### src/rtl/vrev_pkg.sv
// Package: shared constants, the decoded-field record and the lane-key function
// for the vector element reverse unit.
// Assumes byte-granular lanes and a narrow (half) width of 64 bits.
package vrev_pkg;
    localparam int unsigned BYTE_W   = 8;
    localparam int unsigned NARROW_W = 64;
    localparam int unsigned KEY_W    = 3;

    typedef struct packed {
        logic       full;
        logic       uflag;
        logic [1:0] esize;
        logic [4:0] opc;
        logic [4:0] src_reg;
        logic [4:0] dst_reg;
    } rev_fields_t;

    // Byte XOR key: group bytes minus element bytes. For a legal encoding this
    // equals ((1<<k)-1) << size, with k = 3 - (sel + size).
    function automatic logic [KEY_W-1:0] lane_key(input logic [1:0] sel,
                                                  input logic [1:0] esize);
        logic [3:0] grp_bytes;
        logic [3:0] elem_bytes;
        logic [3:0] diff;
        grp_bytes  = 4'd8 >> sel;
        elem_bytes = 4'd1 << esize;
        diff       = grp_bytes - elem_bytes;
        return diff[KEY_W-1:0];
    endfunction
endpackage

### src/rtl/vrev_decode.sv
// Module: vrev_decode
// Extracts the fields of a two-register miscellaneous instruction word, forms the
// combined selector, flags encodings that have no meaning and derives the byte
// XOR key that drives the permutation. Purely combinational.
// Assumes only opcodes 0 and 1 belong to this unit; any other opcode is illegal here.
module vrev_decode
    import vrev_pkg::*;
(
    input  logic [31:0]      insn,
    output rev_fields_t      fields,
    output logic             illegal,
    output logic [KEY_W-1:0] key
);
    logic [1:0] sel;
    logic [2:0] sel_plus_size;
    logic       unused_bits;

    // Bits that belong to other parts of the format and are not used here.
    assign unused_bits = ^{insn[31], insn[28:24], insn[21:17], insn[11:10]};

    // Field extraction, legality check and key derivation.
    always_comb begin
        fields.full    = insn[30];
        fields.uflag   = insn[29];
        fields.esize   = insn[23:22];
        fields.opc     = insn[16:12];
        fields.src_reg = insn[9:5];
        fields.dst_reg = insn[4:0];
        sel            = {insn[12], insn[29]};
        sel_plus_size  = {1'b0, sel} + {1'b0, insn[23:22]};
        illegal        = (sel_plus_size >= 3'd3) || (insn[16:13] != 4'd0);
        key            = lane_key(sel, insn[23:22]);
    end
endmodule

### src/rtl/vrev_permute.sv
// Module: vrev_permute
// Byte-lane crossbar. Destination byte d takes source byte d XOR key. A key below
// 8 keeps every lane inside its own 64-bit half. Lanes above the narrow width are
// zeroed when the full-width flag is clear.
// Assumes VEC_W is a multiple of 64 and key values below 8.
module vrev_permute
    import vrev_pkg::*;
#(
    parameter int unsigned VEC_W = 128
)(
    input  logic [VEC_W-1:0] src,
    input  logic [KEY_W-1:0] key,
    input  logic             full,
    output logic [VEC_W-1:0] dst
);
    localparam int unsigned LANES        = VEC_W / BYTE_W;
    localparam int unsigned LW           = $clog2(LANES);
    localparam int unsigned NARROW_LANES = NARROW_W / BYTE_W;

    for (genvar d = 0; d < LANES; d++) begin : g_lane
        logic [LW-1:0] sidx;

        // Source lane index for this destination lane.
        assign sidx = LW'(d) ^ LW'(key);

        if (d < NARROW_LANES) begin : g_low
            // Low half: always active.
            assign dst[d*BYTE_W +: BYTE_W] = src[{sidx, 3'b000} +: BYTE_W];
        end else begin : g_high
            // High half: active only at full width.
            assign dst[d*BYTE_W +: BYTE_W] = full ? src[{sidx, 3'b000} +: BYTE_W]
                                                  : {BYTE_W{1'b0}};
        end
    end
endmodule

### src/rtl/vrev_unit.sv
// Module: vrev_unit (top)
// Vector element reverse unit: decodes the instruction word, permutes the source
// vector and registers the result, illegal flag, write enable and destination
// number one cycle after an in_valid strobe.
// Assumes a single clock and a synchronous active-low reset.
module vrev_unit
    import vrev_pkg::*;
#(
    parameter int unsigned VEC_W = 128
)(
    input  logic             clk,
    input  logic             rst_n,
    input  logic             in_valid,
    input  logic [31:0]      insn,
    input  logic [VEC_W-1:0] src_vec,
    output logic [4:0]       src_reg,
    output logic             out_valid,
    output logic             out_illegal,
    output logic             out_wr_en,
    output logic [4:0]       out_rd,
    output logic [VEC_W-1:0] out_vec
);
    rev_fields_t      fields;
    logic             illegal;
    logic [KEY_W-1:0] key;
    logic [VEC_W-1:0] permuted;

    vrev_decode u_decode (
        .insn    (insn),
        .fields  (fields),
        .illegal (illegal),
        .key     (key)
    );

    vrev_permute #(.VEC_W(VEC_W)) u_permute (
        .src  (src_vec),
        .key  (key),
        .full (fields.full),
        .dst  (permuted)
    );

    // Source register number goes straight out for the operand read.
    assign src_reg = fields.src_reg;

    // Valid pulse and write enable: one cycle after the strobe.
    always_ff @(posedge clk) begin
        if (!rst_n) begin
            out_valid <= 1'b0;
            out_wr_en <= 1'b0;
        end else begin
            out_valid <= in_valid;
            out_wr_en <= in_valid && !illegal;
        end
    end

    // Result capture on the strobe; illegal encodings give a zero vector.
    always_ff @(posedge clk) begin
        if (!rst_n) begin
            out_illegal <= 1'b0;
            out_rd      <= 5'd0;
            out_vec     <= '0;
        end else if (in_valid) begin
            out_illegal <= illegal;
            out_rd      <= fields.dst_reg;
            out_vec     <= illegal ? '0 : permuted;
        end
    end
endmodule

### config.mk
export PLATFORM = sky130hd
export DESIGN_NAME = vrev_unit
export DESIGN_NICKNAME = d
export VERILOG_FILES = /design/src/rtl/vrev_pkg.sv /design/src/rtl/vrev_decode.sv /design/src/rtl/vrev_permute.sv /design/src/rtl/vrev_unit.sv
export SDC_FILE = /design/constraint.sdc
export NUM_CORES = 1
export LEC_CHECK = 0
export ABC_AREA = 0
export CAP_MARGIN = 30
export CORE_ASPECT_RATIO = 0.9
export CORE_MARGIN = 10
export CORE_UTILIZATION = 30
export DETAILED_ROUTE_END_ITERATION = 8
export DONT_BUFFER_PORTS = 1
export PLACE_DENSITY = 0.49
export SYNTH_ARGS = -nofsm -noshare
export SYNTH_HDL_FRONTEND = slang
export SYNTH_SLANG_ARGS = --single-unit
### constraint.sdc
create_clock -name clk -period 4.6 [get_ports clk]
set_input_delay 0.23 -clock clk [delete_from_list [all_inputs] [get_ports clk]]
set_output_delay 0.23 -clock clk [all_outputs]
set_load 0.01 [all_outputs]
After elaboration in Yosys (flattened, before gate mapping)
Index checks and enable logic that the tools add are counted.
{ "totals": {"register_bits": 136, "latch_bits": 0, "ramBits": 0, "mem_bits_ro": 0, "inputBits": 163, "out_inout_bits": 141, "elab_cells": 53, "memories": 0} }
{ "classes": {"addsub": 2, "n_mul": 0, "div": 0, "magnitude_cmp": 1, "eq_ne": 0, "shift": 18, "muxes": 9, "bitwise": 14, "n_reduce_logical": 4} }
{ "op_table": {"columns": ["op", "count"], "rows": [
  ["variable part select 128 x 7 -> 8 bit", 8],
  ["variable part select 128 x 8 -> 8 bit", 8],
  ["2-to-1 mux 128 bit", 1],
  ["2-to-1 mux 8 bit", 8],
  ["NOT 2 -> 3 bit", 3],
  ["NOT 1 -> 2 bit", 3],
  ["NOT 2 bit", 3],
  ["NOT 3 -> 4 bit", 1],
  ["nonzero test 4 bit", 1],
  ["right shift 4 x 2 -> 3 bit, first input constant", 1],
  ["adder 2 x 2 -> 3 bit", 1],
  ["greater-or-equal comparator 3 x 2 -> 1 bit, second input constant", 1],
  ["NOT 1 bit", 3],
  ["NOT 3 bit", 1],
  ["left shift 1 x 2 -> 3 bit, first input constant", 1],
  ["subtractor 3 bit", 1],
  ["logical AND 1 bit", 1],
  ["logical NOT 1 bit", 1],
  ["logical OR 1 bit", 1]
]} }

Logic depth before layout (Yosys ltp)
{ "logic_depth": {"ltp_word": 6, "mapped_depth": 10, "mapped_depth_nobuf": 7} }

By module
Synthesis repeated with hierarchy kept, for this count alone.
{ "unflattened": {"cells_unflattened": 1087, "area_unflattened_um2": 10274.9} }
{ "by_module_without_submodules": {"columns": ["module", "instances", "cells_each", "area_per_inst_um2", "seq_area_each_um2"], "rows": [
  ["vrev_unit", 1, 593, 5422.7, 2722.6],
  ["vrev_permute", 1, 459, 4559.4, 0.0],
  ["vrev_decode", 1, 35, 292.8, 0.0]
]} }

Least setup slack after synthesis
No wires, ideal clock.
{ "synth_timing": {"path_kind": "input to register", "from": "input port insn[22]", "to": "register out_vec[84]", "setup_ns": 0.120, "t_arrival_ns": 2.311, "t_required_ns": 4.480, "slack_ns": 2.170, "cell_stages": 9, "path_buffers": 2, "cell_sequence": "nor2_1 -> ha_1 -> fa_1 -> buf_2 -> clkbuf_1 -> mux2_2 -> mux2i_1 -> nor3_1 -> o31a_1"} }
{ "synth_via": {"elab_chain_cells": 6, "word_cells_on_any_way": 9, "classes_between": "add/sub (2); order compare (1); shift (2); mux (2); bitwise (1); reduce/logical (1)"} }
{ "synth_rtl": {"columns": ["item", "line", "rtl"], "rows": [
  ["start, declared", "vrev_unit.sv:14", "input logic [31:0] insn,"],
  ["left shift 1 x 2 -> 3 bit", "vrev_pkg.sv:26", "elem_bytes = 4'd1 << esize;"],
  ["subtractor 3 bit", "vrev_pkg.sv:27", "diff = grp_bytes - elem_bytes;"],
  ["NOT 1 -> 2 bit (no line)", null, null],
  ["variable part select 128 x 8 -> 8 bit", "vrev_permute.sv:31", "assign dst[d*BYTE_W +: BYTE_W] = full ? src[{sidx, 3'b000} +: BYTE_W]"],
  ["2-to-1 mux 8 bit", "vrev_permute.sv:31", null],
  ["2-to-1 mux 128 bit (*)", "vrev_unit.sv:65", "out_vec <= illegal ? '0 : permuted;"],
  ["end signal, assigned", "vrev_unit.sv:65", null],
  ["end, declared", "vrev_unit.sv:21", "output logic [VEC_W-1:0] out_vec"]
]} }
Mark *: on every way between the ends. The rest lies on a longest branch, timed or not.
A chain may end at the register's enable or synchronous reset.

Final worst setup path
{ "layout_timing": {"from": "input port insn[12]", "to": "register out_vec[88]"} }
{ "layout_via": {"elab_chain_cells": 6, "word_cells_on_any_way": 9, "classes_between": "add/sub (2); order compare (1); shift (2); mux (2); bitwise (1); reduce/logical (1)"} }
{ "layout_rtl": {"columns": ["item", "line", "rtl"], "rows": [
  ["right shift 4 x 2 -> 3 bit", "vrev_pkg.sv:25", "grp_bytes = 4'd8 >> sel;"],
  ["subtractor 3 bit", "vrev_pkg.sv:27", null],
  ["NOT 2 -> 3 bit (no line)", null, null],
  ["variable part select 128 x 8 -> 8 bit", "vrev_permute.sv:31", null],
  ["2-to-1 mux 8 bit", "vrev_permute.sv:31", null],
  ["2-to-1 mux 128 bit (*)", "vrev_unit.sv:65", null]
]} }
Marked as above.

==> metrics.txt <==
status=finished, final reports clean; fin. max-slew vios=0; Comb power frac=28.9%; peak supply drop=0.207 mV; Post-layout nets=1048; initial drt markers=436; Slew @ Worst Pin=0.814 ns; Clk network pwr share=38.2%; Final Cycle Share=57.7%; Fin Setup TNS=0 ns; RSZ-0062 raised after global routing=false; Yosys reg bits=136; P_sw=1.22 mW; worst rel slew slack=45.7%; starting density of the core=30.4%; Mean Syn Cell Area=9.72 µm²; Core ar.=29900 µm²; Design Area, Final=10000 µm²; antenna violations before repair=0; number of CTS-inserted buffers=17; diodes inserted=0; first-pass GRT wire length=46500 µm; vias in the first global route=6583; cts-stage hold buffer count=8; via count=6954; Area contributors post-synth=dfxtp_1 30%, mux2i_1 25%, mux2_2 7.7%; die height=185 µm; RePlAce Congestion=0.864; Synth Flop Type=dfxtp_1; max incr delay on CP=0.97 ns; htree depth=4; Netlist cell types=35; root buf cell=clkbuf_16; IO Count=304; # setup viols final=0; largest net degree at the start of global routing=97; final hold slack=0.0735 ns; Vias/cell=5.36; Place WS=1.26 ns; IO buf count=0; final setup margin=1.95 ns; Reg clk slew, reported paths=0.06 ns; Die W=204 µm; Clk Latency, worst-skew pair=0.42 ns; Post-Syn Area=9100 µm²; switching part of the total power=33.4%; Pint=2.43 mW; row cnt=60; CTS tree=done; WP data required=4.90 ns; routed len/inst=25.2 µm; Seq pwr share=32.9%; shortest period the worst path allows=2.65 ns; DRC viols=0; top-area cell type share of the netlist area=29.9%; CP startpoint kind=input pin; Lkg Pwr=4.01 nW; cell taking the most area after synthesis=dfxtp_1; sequential share of the synthesized area=29.9%; post-CTS resize count=0; First-pass DRT Iterations=5; crit-path max FO=57; Synth warnings=0; EDFF count, synth=0; Fin. Hold Viols=0; GRT overflow=0; number of max-cap violations=0; Post-DP Area=9290 µm²; nature of the critical path endpoint=flip-flop; critical path class=input pin to flip-flop; critical path arrival=2.96 ns; syn nets=1103; drt total wl=32700 µm; clk buf depth=2; FMAX=0.377 GHz; Tot GR Track Use=16.6%; post-route ant nets=0; clock sinks=136; cells after synthesis=936; CP cell instances=nand2_1, ha_4, fa_4, buf_12, mux2_2, mux2i_1, nor3_1, o31a_1; die area=37700 µm²; layout cells sized above 1=13.8%; fraction of registers with async set/reset=0%; Area Growth Syn to Fin=9.87%; dpl hpwl=24300 µm; Slowest-stage cell, CP=fa_4; hold crit path type=input pin to flip-flop; Pwr per Cell Area=365 nW/µm²; clk_skew=0 ns; setup repair bufs after CTS=0
==> sequential cells by signal, summed over array words and instances (netlist names) <==
| signal | flops |
|---|---|
| out_wr_en | 1 |
| out_illegal | 1 |
| out_valid | 1 |
| out_vec | 128 |
| out_rd | 5 |
==> cells in the final DEF (no fill, tap or decap), types with 2 or more instances in the layout <==
master and n:
inv_6 3, mux2_1 29, clkbuf_1 2, dlygate4sd3_1 7, inv_1 2, o21ai_1 32, buf_16 3, a22o_1 32
mux4_2 6, clkinv_2 3, clkinv_4 4, nor3_1 116, mux2_2 62, a21oi_1 2, dfxtp_1 136, o31a_1 58
buf_4 6, mux2i_1 225, nor2_1 7, a31oi_1 4, nor2b_1 60, bufinv_16 2, nand2b_1 7, nand2_1 41
clkbuf_16 17, nand4_1 2, and4_1 4, buf_12 5
==> area by class of cell <==
class	instances	area [µm²]
clock buffers	19	433
multi-input cells	703	5890
flip-flops and latches	136	2720
repair buffers	21	298
clock inverters	13	144
well taps	403	504
fillers	3086	19900
inverters	2	7.51
==> Yosys cell counts (2+ instances only) <==
cell type    n
mux2i_1    225
dfxtp_1    136
nor3_1     116
mux2_2      62
nor2b_1     60
o31a_1      58
nand2_1     41
clkbuf_1    34
a22o_1      32
o21ai_1     32
buf_2       31
mux2_1      29
buf_4       20
nor2_1       8
buf_6        7
nand2b_1     7
mux4_2       6
a31oi_1      4
and4_1       4
buf_1        3
a21oi_1      2
fa_1         2
ha_1         2
inv_1        2
nand3_2      2
nand4_1      2
==> logic make-up (layout without fill, tap and decap cells) <==
| family | after synthesis | in the layout | share of synthesized area [%] |
|---|---|---|---|
| simple gates | 244 | 244 | 14.2 |
| fa+ha+maj | 4 | 4 | 0.715 |
| flops | 136 | 136 | 29.9 |
| xor+xnor | 2 | 2 | 0.509 |
| mux | 323 | 323 | 37.7 |
| compound gates | 130 | 130 | 11.1 |
| buf+inv | 97 | 55 | 5.83 |
==> power by group through the flow <==
stage          clock (mW)  sequential [mW]  combinational [mW]
3_3_place_gp            0             1.23                1.01
6_report             1.39             1.20                1.05
3_5_place_dp            0             1.23                1.02
5_1_grt              1.48             1.20                1.13
4_1_cts              1.43             1.20                1.04
2_1_floorplan           0             1.22               0.833
==> per-stage QoR <==
| stage | std cells | utilization (%) | total power, mW |
|---|---|---|---|
| detailed placement | 1256 | 31.1 | 2.25 |
| floorplan | 936 | - | 2.06 |
| global placement | 1254 | 30.9 | 2.24 |
| global route | 1297 | 33.5 | 3.81 |
| finish | 1297 | 33.5 | 3.65 |
| CTS | 1296 | 33.4 | 3.67 |
==> layer usage <==
| metal | track usage (%) | vias to the layer above | wire [µm] |
|---|---|---|---|
| met5 | 0 | - | 0 |
| met4 | 5.72 | 0 | 762 |
| met3 | 7.62 | 40 | 3540 |
| met2 | 24.4 | 217 | 14300 |
| met1 | 20.9 | 3327 | 14100 |
| li1 | - | 3370 | - |
==> worst max-delay path, delay by kind of cell <==
| kind | cells | cell delay [ns] |
|---|---|---|
| AND/OR/NAND/NOR | 2 | 0.16 |
| adder cells (fa/ha/maj) | 2 | 1.14 |
| AO/OA/AOI/OAI | 1 | 0.29 |
| multiplexers | 2 | 0.78 |
| buffers and inverters | 1 | 0.32 |
==> final timing paths <==
check,from,end,slack [ns],cells after the start
max,insn[12],out_vec[88]$_SDFFE_PN0P_,1.95,8
min,in_valid,out_vec[100]$_SDFFE_PN0P_,0.07,2
max reg2reg,out_vec[111]$_SDFFE_PN0P_,out_vec[111]$_SDFFE_PN0P_,3.66,2
min reg2reg,out_vec[55]$_SDFFE_PN0P_,out_vec[55]$_SDFFE_PN0P_,0.51,2
Note: power is estimated with default switching activity, not from simulation.
